### src/rtl/irq_rt_pkg.sv
package irq_rt_pkg;
  localparam int LVL_CNT     = 9;
  localparam int FLD_W       = 4;
  localparam int FLD_PER_REG = 8;
  localparam int ADDR_W      = 4;
  localparam logic [ADDR_W-1:0] MASK_ADDR = 4'h8;
  localparam logic [ADDR_W-1:0] STAT_ADDR = 4'h9;

  // Reset routing: index below l8 -> field 0, below l9 -> field 1, else field 2
  function automatic logic [FLD_W-1:0] dflt_field(int idx, int l8, int l9);
    if (idx >= l9) return FLD_W'(2);
    if (idx >= l8) return FLD_W'(1);
    return '0;
  endfunction
endpackage

### src/rtl/irq_cfg_regs.sv
module irq_cfg_regs
  import irq_rt_pkg::*;
#(
  parameter int NUM_SRC  = 24,
  parameter int DATA_W   = 32,
  parameter int L8_FIRST = 16,
  parameter int L9_FIRST = 18
) (
  input  logic                      clk,
  input  logic                      rst,
  input  logic                      wr_en,
  input  logic                      rd_en,
  input  logic [ADDR_W-1:0]         addr,
  input  logic [DATA_W-1:0]         wdata,
  input  logic [NUM_SRC-1:0]        src_raw,
  output logic [DATA_W-1:0]         rdata,
  output logic [NUM_SRC*FLD_W-1:0]  fld_flat,
  output logic [NUM_SRC-1:0]        mask_q
);
  localparam int NUM_ASG = (NUM_SRC + FLD_PER_REG - 1) / FLD_PER_REG;
  localparam int IMG_W   = NUM_ASG * DATA_W;

  logic [IMG_W-1:0]  asg_img;
  logic [DATA_W-1:0] rd_nxt;

  // one field register per source, its word and nibble fixed by its index
  for (genvar s = 0; s < NUM_SRC; s++) begin : g_fld
    localparam int WORD = s / FLD_PER_REG;
    localparam int NIB  = s % FLD_PER_REG;
    logic [FLD_W-1:0] fld_r;
    always_ff @(posedge clk) begin
      if (rst)
        fld_r <= dflt_field(s, L8_FIRST, L9_FIRST);
      else if (wr_en && addr == ADDR_W'(WORD))
        fld_r <= wdata[NIB*FLD_W +: FLD_W];
    end
    assign fld_flat[s*FLD_W +: FLD_W] = fld_r;
  end

  always_ff @(posedge clk) begin
    if (rst)
      mask_q <= '0;
    else if (wr_en && addr == MASK_ADDR)
      mask_q <= wdata[NUM_SRC-1:0];
  end

  assign asg_img = IMG_W'(fld_flat);

  always_comb begin
    rd_nxt = '0;
    for (int r = 0; r < NUM_ASG; r++)
      if (addr == ADDR_W'(r)) rd_nxt = asg_img[r*DATA_W +: DATA_W];
    if (addr == MASK_ADDR) rd_nxt = DATA_W'(mask_q);
    if (addr == STAT_ADDR) rd_nxt = DATA_W'(src_raw);
  end

  always_ff @(posedge clk) begin
    if (rst)        rdata <= '0;
    else if (rd_en) rdata <= rd_nxt;
  end
endmodule

### src/rtl/irq_src_steer.sv
module irq_src_steer
  import irq_rt_pkg::*;
(
  input  logic             req,
  input  logic             blocked,
  input  logic [FLD_W-1:0] fld,
  output logic [LVL_CNT-1:0] onehot
);
  always_comb begin
    onehot = '0;
    if (req && !blocked && fld < FLD_W'(LVL_CNT))
      onehot[fld] = 1'b1;
  end
endmodule

### src/rtl/irq_level_or.sv
module irq_level_or
  import irq_rt_pkg::*;
#(
  parameter int NUM_SRC = 24
) (
  input  logic [NUM_SRC*LVL_CNT-1:0] oh_flat,
  output logic [LVL_CNT-1:0]         lvl_any
);
  always_comb begin
    lvl_any = '0;
    for (int s = 0; s < NUM_SRC; s++)
      lvl_any |= oh_flat[s*LVL_CNT +: LVL_CNT];
  end
endmodule

### src/rtl/irq_source_router.sv
module irq_source_router
  import irq_rt_pkg::*;
#(
  parameter int NUM_SRC  = 24,
  parameter int DATA_W   = 32,
  parameter int L8_FIRST = 16,
  parameter int L9_FIRST = 18
) (
  input  logic                clk,
  input  logic                rst,
  input  logic                bus_wr_en,
  input  logic                bus_rd_en,
  input  logic [3:0]          bus_addr,
  input  logic [DATA_W-1:0]   bus_wdata,
  output logic [DATA_W-1:0]   bus_rdata,
  input  logic [NUM_SRC-1:0]  src_irq,
  output logic [8:0]          lvl_irq
);
  logic [NUM_SRC*FLD_W-1:0]   fld_w;
  logic [NUM_SRC-1:0]         mask_w;
  logic [NUM_SRC*LVL_CNT-1:0] oh_w;
  logic [LVL_CNT-1:0]         lvl_nxt;

  irq_cfg_regs #(
    .NUM_SRC(NUM_SRC), .DATA_W(DATA_W),
    .L8_FIRST(L8_FIRST), .L9_FIRST(L9_FIRST)
  ) u_cfg (
    .clk(clk), .rst(rst), .wr_en(bus_wr_en), .rd_en(bus_rd_en),
    .addr(bus_addr), .wdata(bus_wdata), .src_raw(src_irq),
    .rdata(bus_rdata), .fld_flat(fld_w), .mask_q(mask_w)
  );

  for (genvar s = 0; s < NUM_SRC; s++) begin : g_steer
    irq_src_steer u_steer (
      .req(src_irq[s]), .blocked(mask_w[s]),
      .fld(fld_w[s*FLD_W +: FLD_W]),
      .onehot(oh_w[s*LVL_CNT +: LVL_CNT])
    );
  end

  irq_level_or #(.NUM_SRC(NUM_SRC)) u_or (.oh_flat(oh_w), .lvl_any(lvl_nxt));

  always_ff @(posedge clk) begin
    if (rst) lvl_irq <= '0;
    else     lvl_irq <= lvl_nxt;
  end
endmodule

### config.mk
export PLATFORM = sky130hd
export DESIGN_NAME = irq_source_router
export DESIGN_NICKNAME = d
export VERILOG_FILES = /design/src/rtl/irq_rt_pkg.sv /design/src/rtl/irq_cfg_regs.sv /design/src/rtl/irq_src_steer.sv /design/src/rtl/irq_level_or.sv /design/src/rtl/irq_source_router.sv
export SDC_FILE = /design/constraint.sdc
export NUM_CORES = 1
export LEC_CHECK = 0
export BUFFER_PORTS_ARGS = -buffer_cell sky130_fd_sc_hd__buf_2
export CELL_PAD_IN_SITES_DETAIL_PLACEMENT = 1
export CELL_PAD_IN_SITES_GLOBAL_PLACEMENT = 2
export CORE_UTILIZATION = 30
export DETAILED_ROUTE_END_ITERATION = 8
export GPL_TIMING_DRIVEN = 0
export PLACE_DENSITY = 0.82
export SETUP_SLACK_MARGIN = 0.4
export SKIP_LAST_GASP = 1
export SLEW_MARGIN = 20
export SYNTH_ARGS = -nofsm -noshare
export SYNTH_HDL_FRONTEND = slang
export SYNTH_SLANG_ARGS = --single-unit
### constraint.sdc
create_clock -name clk -period 1.5 [get_ports clk]
set_input_delay 0.15 -clock clk [delete_from_list [all_inputs] [get_ports clk]]
set_output_delay 0.15 -clock clk [all_outputs]
set_load 0.01 [all_outputs]
==> results of run 1 <==
==> cell usage after synthesis (26+ instances only) <==
| cell | n | share of area |
|---|---|---|
| a21oi_1 | 123 | 0.068 |
| a2bb2oi_1 | 32 | 0.031 |
| clkbuf_1 | 75 | 0.031 |
| dfxtp_1 | 161 | 0.36 |
| mux2i_1 | 26 | 0.029 |
| nand2_1 | 312 | 0.13 |
| nand3_1 | 60 | 0.033 |
| nand3b_1 | 40 | 0.033 |
| nand4_1 | 29 | 0.020 |
| nor2_1 | 75 | 0.031 |
| nor3b_1 | 26 | 0.022 |
| o21ai_0 | 57 | 0.032 |
==> state kept, by name, summed over array words and instances (netlist names) <==
name / count
lvl_irq: 9
u_cfg.mask_q: 24
u_cfg.rdata: 32
u_cfg.g_fld.fld_r: 96
==> tightest hold or removal path: cells and delay by family <==
| family | cells | cell delay (ns) |
|---|---|---|
| AND/OR/NAND/NOR | 1 | 0.09 |
| AO/OA/AOI/OAI | 1 | 0.05 |
| buffers and inverters | 1 | 0.17 |
==> cell usage in the layout (no fill, tap or decap), drive strengths merged, types with 20 or more instances in the layout <==
| cell | instances |
|---|---|
| a21oi | 123 |
| a2bb2oi | 32 |
| buf | 233 |
| clkbuf | 78 |
| dfxtp | 161 |
| dlygate4sd3 | 29 |
| mux2i | 26 |
| nand2 | 312 |
| nand3 | 60 |
| nand3b | 40 |
| nand4 | 29 |
| nor2 | 75 |
| nor3 | 24 |
| nor3b | 27 |
| nor4b | 21 |
| o21ai | 57 |
| o22ai | 20 |
==> power by group <==
| part | internal (W) | leakage, nW | switching [W] |
|---|---|---|---|
| logic | 0.000721 | 4.01 | 0.00105 |
| registers | 0.00432 | 1.36 | 0.000120 |
| clock network | 0.00290 | 0.297 | 0.00210 |
| total | 0.00794 | 5.67 | 0.00327 |
==> cells by family after synthesis <==
logic type | synth area share
AND/OR/NAND/NOR | 0.3775
AO/OA/AOI/OAI | 0.1883
flip-flops | 0.3568
buffers and inverters | 0.04862
multiplexers | 0.02881
==> routing by layer <==
layer / share of wire / GRT usage
met1: 0.41 / 0.4826
met5: 0.00022 / 0
met2: 0.44 / 0.5594
met3: 0.092 / 0.07165
met4: 0.055 / 0.1674
==> path summary, 6_finish.rpt <==
kind / end / slack [ns] / depth (start not counted)
worst max-delay path: lvl_irq[1] / -0.24 / 5
worst min-delay path: u_cfg.mask_q[18] / 0.04 / 3
worst max register to register: lvl_irq[1] / -0.24 / 5
worst min register to register: u_cfg.rdata[7] / 0.47 / 2
==> final cells by class <==
class                   instances  area share
clock buffers                  21     0.03070
flip-flops and latches        161      0.2287
multi-input cells             975      0.5060
diodes                          1   0.0001668
clock inverters                11     0.01176
inverters                       6    0.001502
well taps                     390     0.03253
plain buffers                 101     0.06481
repair buffers                219      0.1238
==> through the flow <==
step | std cells | util | hold slack, ns
2_1_floorplan | 1243 | - | 0.2709
3_3_place_gp | 1735 | 0.3494 | 0.4021
3_5_place_dp | 1735 | 0.3494 | 0.4120
4_1_cts | 1850 | 0.4528 | 0.006572
5_1_grt | 1885 | 0.5061 | 0.02769
6_report | 1885 | 0.5061 | 0.03839
==> what timing repair did <==
action                                 in CTS  in global routing
setup buffers                              48                 30
endpoints found under the hold margin      96                  0
setup endpoints to repair                 164                169
gates cloned                                6                  4
pin swaps                                  78                134
hold buffers                               29                  0
resized for setup                         431                342
==> run metrics, run 1 <==
status finished, violations left; failing checks setup timing; Final Routed Wirelength 58580 µm; Pre-antenna DRT Iters 5; total gr overflow 0; Num Clock Sinks 161; largest net degree at the start of global routing 17; global-route wire length before repair 78910 µm; clock skew 0.02260 ns; antenna violations before repair 2; Mapped Nets 1307; Core Region 29640 µm²; Horiz. Die Dim 175.5 µm; Ys Warns 0; CP Launch Type flip-flop; final hold vios 0; port bufs 102; All-Layer GR Usage 0.3616; area of the mapped netlist 9032 µm²; hold path startpoint bus_wdata[18]; Seq cells post-synth 161; critical path's top delay family simple AND/OR/NAND/NOR gates; maxcap violations 0; # setup viols final 9; Syn Inst Count 1243; FILL cells 3379; crit path time final 1.737 ns; Setup crit start u_cfg.mask_q[22]; RSZ-0062 raised after global routing true; fmax 575.7 MHz; worst-margin pin slew 1.056 ns; Max VDD drop 0.7181 mV; Max Slew Vio Count 0; chip height 175.5 µm; Design Power 0.01121 W; hold crit path type primary input to flip-flop; top_reg_cell synth dfxtp_1; slowest cell delay on critical path 0.54 ns; setup ws final -0.2371 ns; Clock Tree Root clkbuf_16; syn_area_per_cell 7.267 µm²; CP Capture Type flip-flop; Rel. slew slack 0.2958; area of the multi-input gates 7590 µm²; FP Rows 63; layout cell share with drive strength beyond 1 0.4833; Distinct cells, synth 48; Max Root-Sink Buffers 2; Ports 105; Async SR Flop Fraction 0; DR iter-0 viols 1213; vias in the first global route 11270; pwr dens 747.5 nW/µm²; CP Buf/Inv Count 0; Critical Path AT 2.12 ns; Data required, critical path 1.89 ns; area delta synth->final 66.06%; initial core utilization 0.3048; CP Cell Sequence or4b_4, or3b_4, nand4_1, nor4_4, a21oi_2; number of flops mapped to enable cells by yosys 0; DR DRC count 0; CTS H-Tree Depth 4; DIE AREA 30810 µm²; wire length per cell 31.08 µm; post-route cell area 15000 µm²; Area after DPL 10350 µm²; worst setup slack after placement -0.8570 ns; Via density 6.222; Setup TNS -1.244 ns; CP max-delay cell or4b_4; CP Class flip-flop to flip-flop; Final HPWL DP 40450 µm; remaining antenna violation count after routing 0; worst-path maximum fanout 3; P_leak 5.673 nW; Clock transition at path regs 0.07 ns; CTS tree done; post-route clock period utilization 1.158; RR Startpoint u_cfg.mask_q[22]; Reg area 3431 µm²; Clk Latency, worst-skew pair 0.47 ns; post-synthesis sequential area ratio 0.3568; CTS Buf Count 17; gpl congestion 1.018; Via Count 11730; fin nets 1545
No activity file was read; power rests on OpenSTA's default activity.
==> run 2, diff against run 1 <==
Settings changed: CTS_BUF_LIST set to sky130_fd_sc_hd__clkbuf_16, RECOVER_POWER set to 50.
==> run 2 against run 1 <==
Net effect: die area unchanged; global-route usage about the same; total power is 1.2% lower; worst setup slack worse by 0.0098 ns; critical path type unchanged; the run still ends with setup timing left.
==> run metrics, run 2 (synthesis results as in run 1) <==
status finished, violations left; failing checks setup timing; Num Clock Sinks 161 (unchanged); maxcap violations 0 (unchanged); Max Slew Vio Count 0 (unchanged); slowest cell delay on critical path 0.54 ns (about the same); DIE AREA 30810 µm² (unchanged); Largest regs u_cfg.g_fld.fld_r: 96 flops, u_cfg.rdata: 32 flops, u_cfg.mask_q: 24 flops; Setup TNS -6.980 ns (-5.736 ns); Critical Path AT 2.14 ns (+0.02 ns); Horiz. Die Dim 175.5 µm (unchanged); CP Cell Sequence or4b_4, or3b_4, nand4_1, nor4_4, a21oi_2; Final Routed Wirelength 58710 µm (+0.22%); gpl congestion 1.018 (unchanged); P_leak 5.453 nW (-3.9%); Max VDD drop 0.7193 mV (+0.16%); antenna violations before repair 1 (-1); largest net degree at the start of global routing 17 (unchanged); max FFs per register 96 (unchanged); CTS tree done; Clk Latency, worst-skew pair 0.47 ns (about the same); Via Count 11760 (+0.30%); setup ws final -0.2469 ns (-0.009829 ns); Max Root-Sink Buffers 2 (unchanged); Clock Tree Root clkbuf_16; area delta synth->final 64.90%; wire length per cell 30.98 µm (-0.31%); CTS H-Tree Depth 4 (unchanged); post-route clock period utilization 1.165 (+0.006553); layout cell share with drive strength beyond 1 0.4531 (-0.03017); pwr dens 743.6 nW/µm² (-0.52%); All-Layer GR Usage 0.3615 (about the same); fin nets 1554 (+0.58%); Reg area 3427 µm² (-0.11%); final hold vios 0 (unchanged); Ports 105 (unchanged); Clock transition at path regs 0.07 ns (about the same); DR DRC count 0 (unchanged); CTS Buf Count 17 (unchanged); CP Buf/Inv Count 0 (unchanged); port bufs 102 (unchanged); total gr overflow 0 (unchanged); area of the multi-input gates 7505 µm² (-1.1%); initial core utilization 0.3048 (unchanged); chip height 175.5 µm (unchanged); CP Capture Type flip-flop; Finished Layout Cells 1895 (+0.53%); Rel. slew slack 0.2379 (-0.05791); worst-margin pin slew 1.143 ns (+0.08687 ns); Design Power 0.01107 W (-1.2%); CP Class flip-flop to flip-flop; # placed instances 1735 (unchanged); CP Launch Type flip-flop; Core Region 29640 µm² (unchanged); Fin Hold WS 0.03545 ns (-0.002940 ns); commonest non-fill, non-tap cells in the layout nand2_1, buf_2, nor2_1; # setup viols final 99 (+90); FP Rows 63 (unchanged); Final HPWL DP 40450 µm (unchanged); remaining antenna violation count after routing 0 (unchanged); vias in the first global route 11270 (+0.044%); RSZ-0062 raised after global routing true; Biggest register u_cfg.g_fld.fld_r; CP max-delay cell or4b_4; FILL cells 3424 (+1.3%); hold crit path type primary input to flip-flop; fmax 572.4 MHz (-0.56%); crit path time final 1.747 ns (+0.009829 ns); Data required, critical path 1.89 ns (about the same); Via density 6.207 (-0.23%); DR iter-0 viols 1126 (-7.2%); commonest non-fill, non-tap cell in the layout nand2_1; clock skew 0.02202 ns (-0.0005770 ns); Pre-antenna DRT Iters 5 (unchanged); worst-path maximum fanout 3 (unchanged); critical path's top delay family simple AND/OR/NAND/NOR gates; global-route wire length before repair 78730 µm (-0.23%)
[run 2: cell types whose count changed in the layout (fill, tap and decap cells not counted), moves of 5 or more]
cell | before | now
clkbuf_1 | 13 | 46
buf_2 | 104 | 79
nand2_4 | 70 | 56
nand2_2 | 7 | 18
dfxtp_2 | 76 | 70
dfxtp_1 | 55 | 60
[run 2: final timing paths]
kind                         start                       end  slack [ns]  cells past startpoint
setup / recovery  u_cfg.mask_q[22]                lvl_irq[1]       -0.25                      5
hold / removal       bus_wdata[17]  u_cfg.g_fld[12].fld_r[1]        0.04                      3
setup reg to reg  u_cfg.mask_q[22]                lvl_irq[1]       -0.25                      5
hold reg to reg     u_cfg.rdata[7]            u_cfg.rdata[7]        0.47                      2
[run 2: area by class of cell]
type                            count  share of cell area
Multi-Input combinational cell    975              0.5039
Sequential cell                   161              0.2301
Timing Repair Buffer              228              0.1279
Buffer                            101             0.06216
Tap cell                          390             0.03276
Clock buffer                       17             0.02856
Clock inverter                     15             0.01285
Inverter                            6            0.001512
Antenna cell                        2           0.0003360
[run 2: report_power, final]
| part | internal (W) | leakage (nW) | switching [W] |
|---|---|---|---|
| registers | 0.00432 | 1.36 | 0.000120 |
| clock network | 0.00278 | 0.294 | 0.00210 |
| logic | 0.000711 | 3.80 | 0.00104 |
| total | 0.00781 | 5.45 | 0.00326 |
[run 2: timing repair]
| action | in CTS | in global routing |
|---|---|---|
| gates cloned | 6 | 6 |
| endpoints found under the hold margin | 96 | 0 |
| pin swaps | 74 | 131 |
| hold buffers | 29 | 0 |
| setup buffers | 45 | 40 |
| setup endpoints to repair | 164 | 169 |
| resized for setup | 436 | 331 |
[run 2: per-stage QoR]
step	setup WS, ns	utilization	instance area [µm²]
2_1_floorplan	-0.009563	-	9356
3_3_place_gp	-0.8755	0.3494	10350
3_5_place_dp	-0.8570	0.3494	10350
4_1_cts	-0.2251	0.4518	13390
5_1_grt	-0.2894	0.5024	14890
6_report	-0.2469	0.5025	14890
[run 2: per-layer routing]
metal | wire (µm) | up-vias | global-route usage | share of wire
li1 | - | 4962 | - | -
met1 | 23860 | 5893 | 0.4820 | 0.41
met2 | 25880 | 724 | 0.5450 | 0.44
met3 | 5574 | 184 | 0.07403 | 0.095
met4 | 3386 | 0 | 0.1957 | 0.058
met5 | 0 | - | 0 | 0
[run 2: worst min-delay path, delay by kind of cell]
family,cells,cell delay (ns)
buffers and inverters,1,0.17
AND/OR/NAND/NOR,1,0.08
AO/OA/AOI/OAI,1,0.04
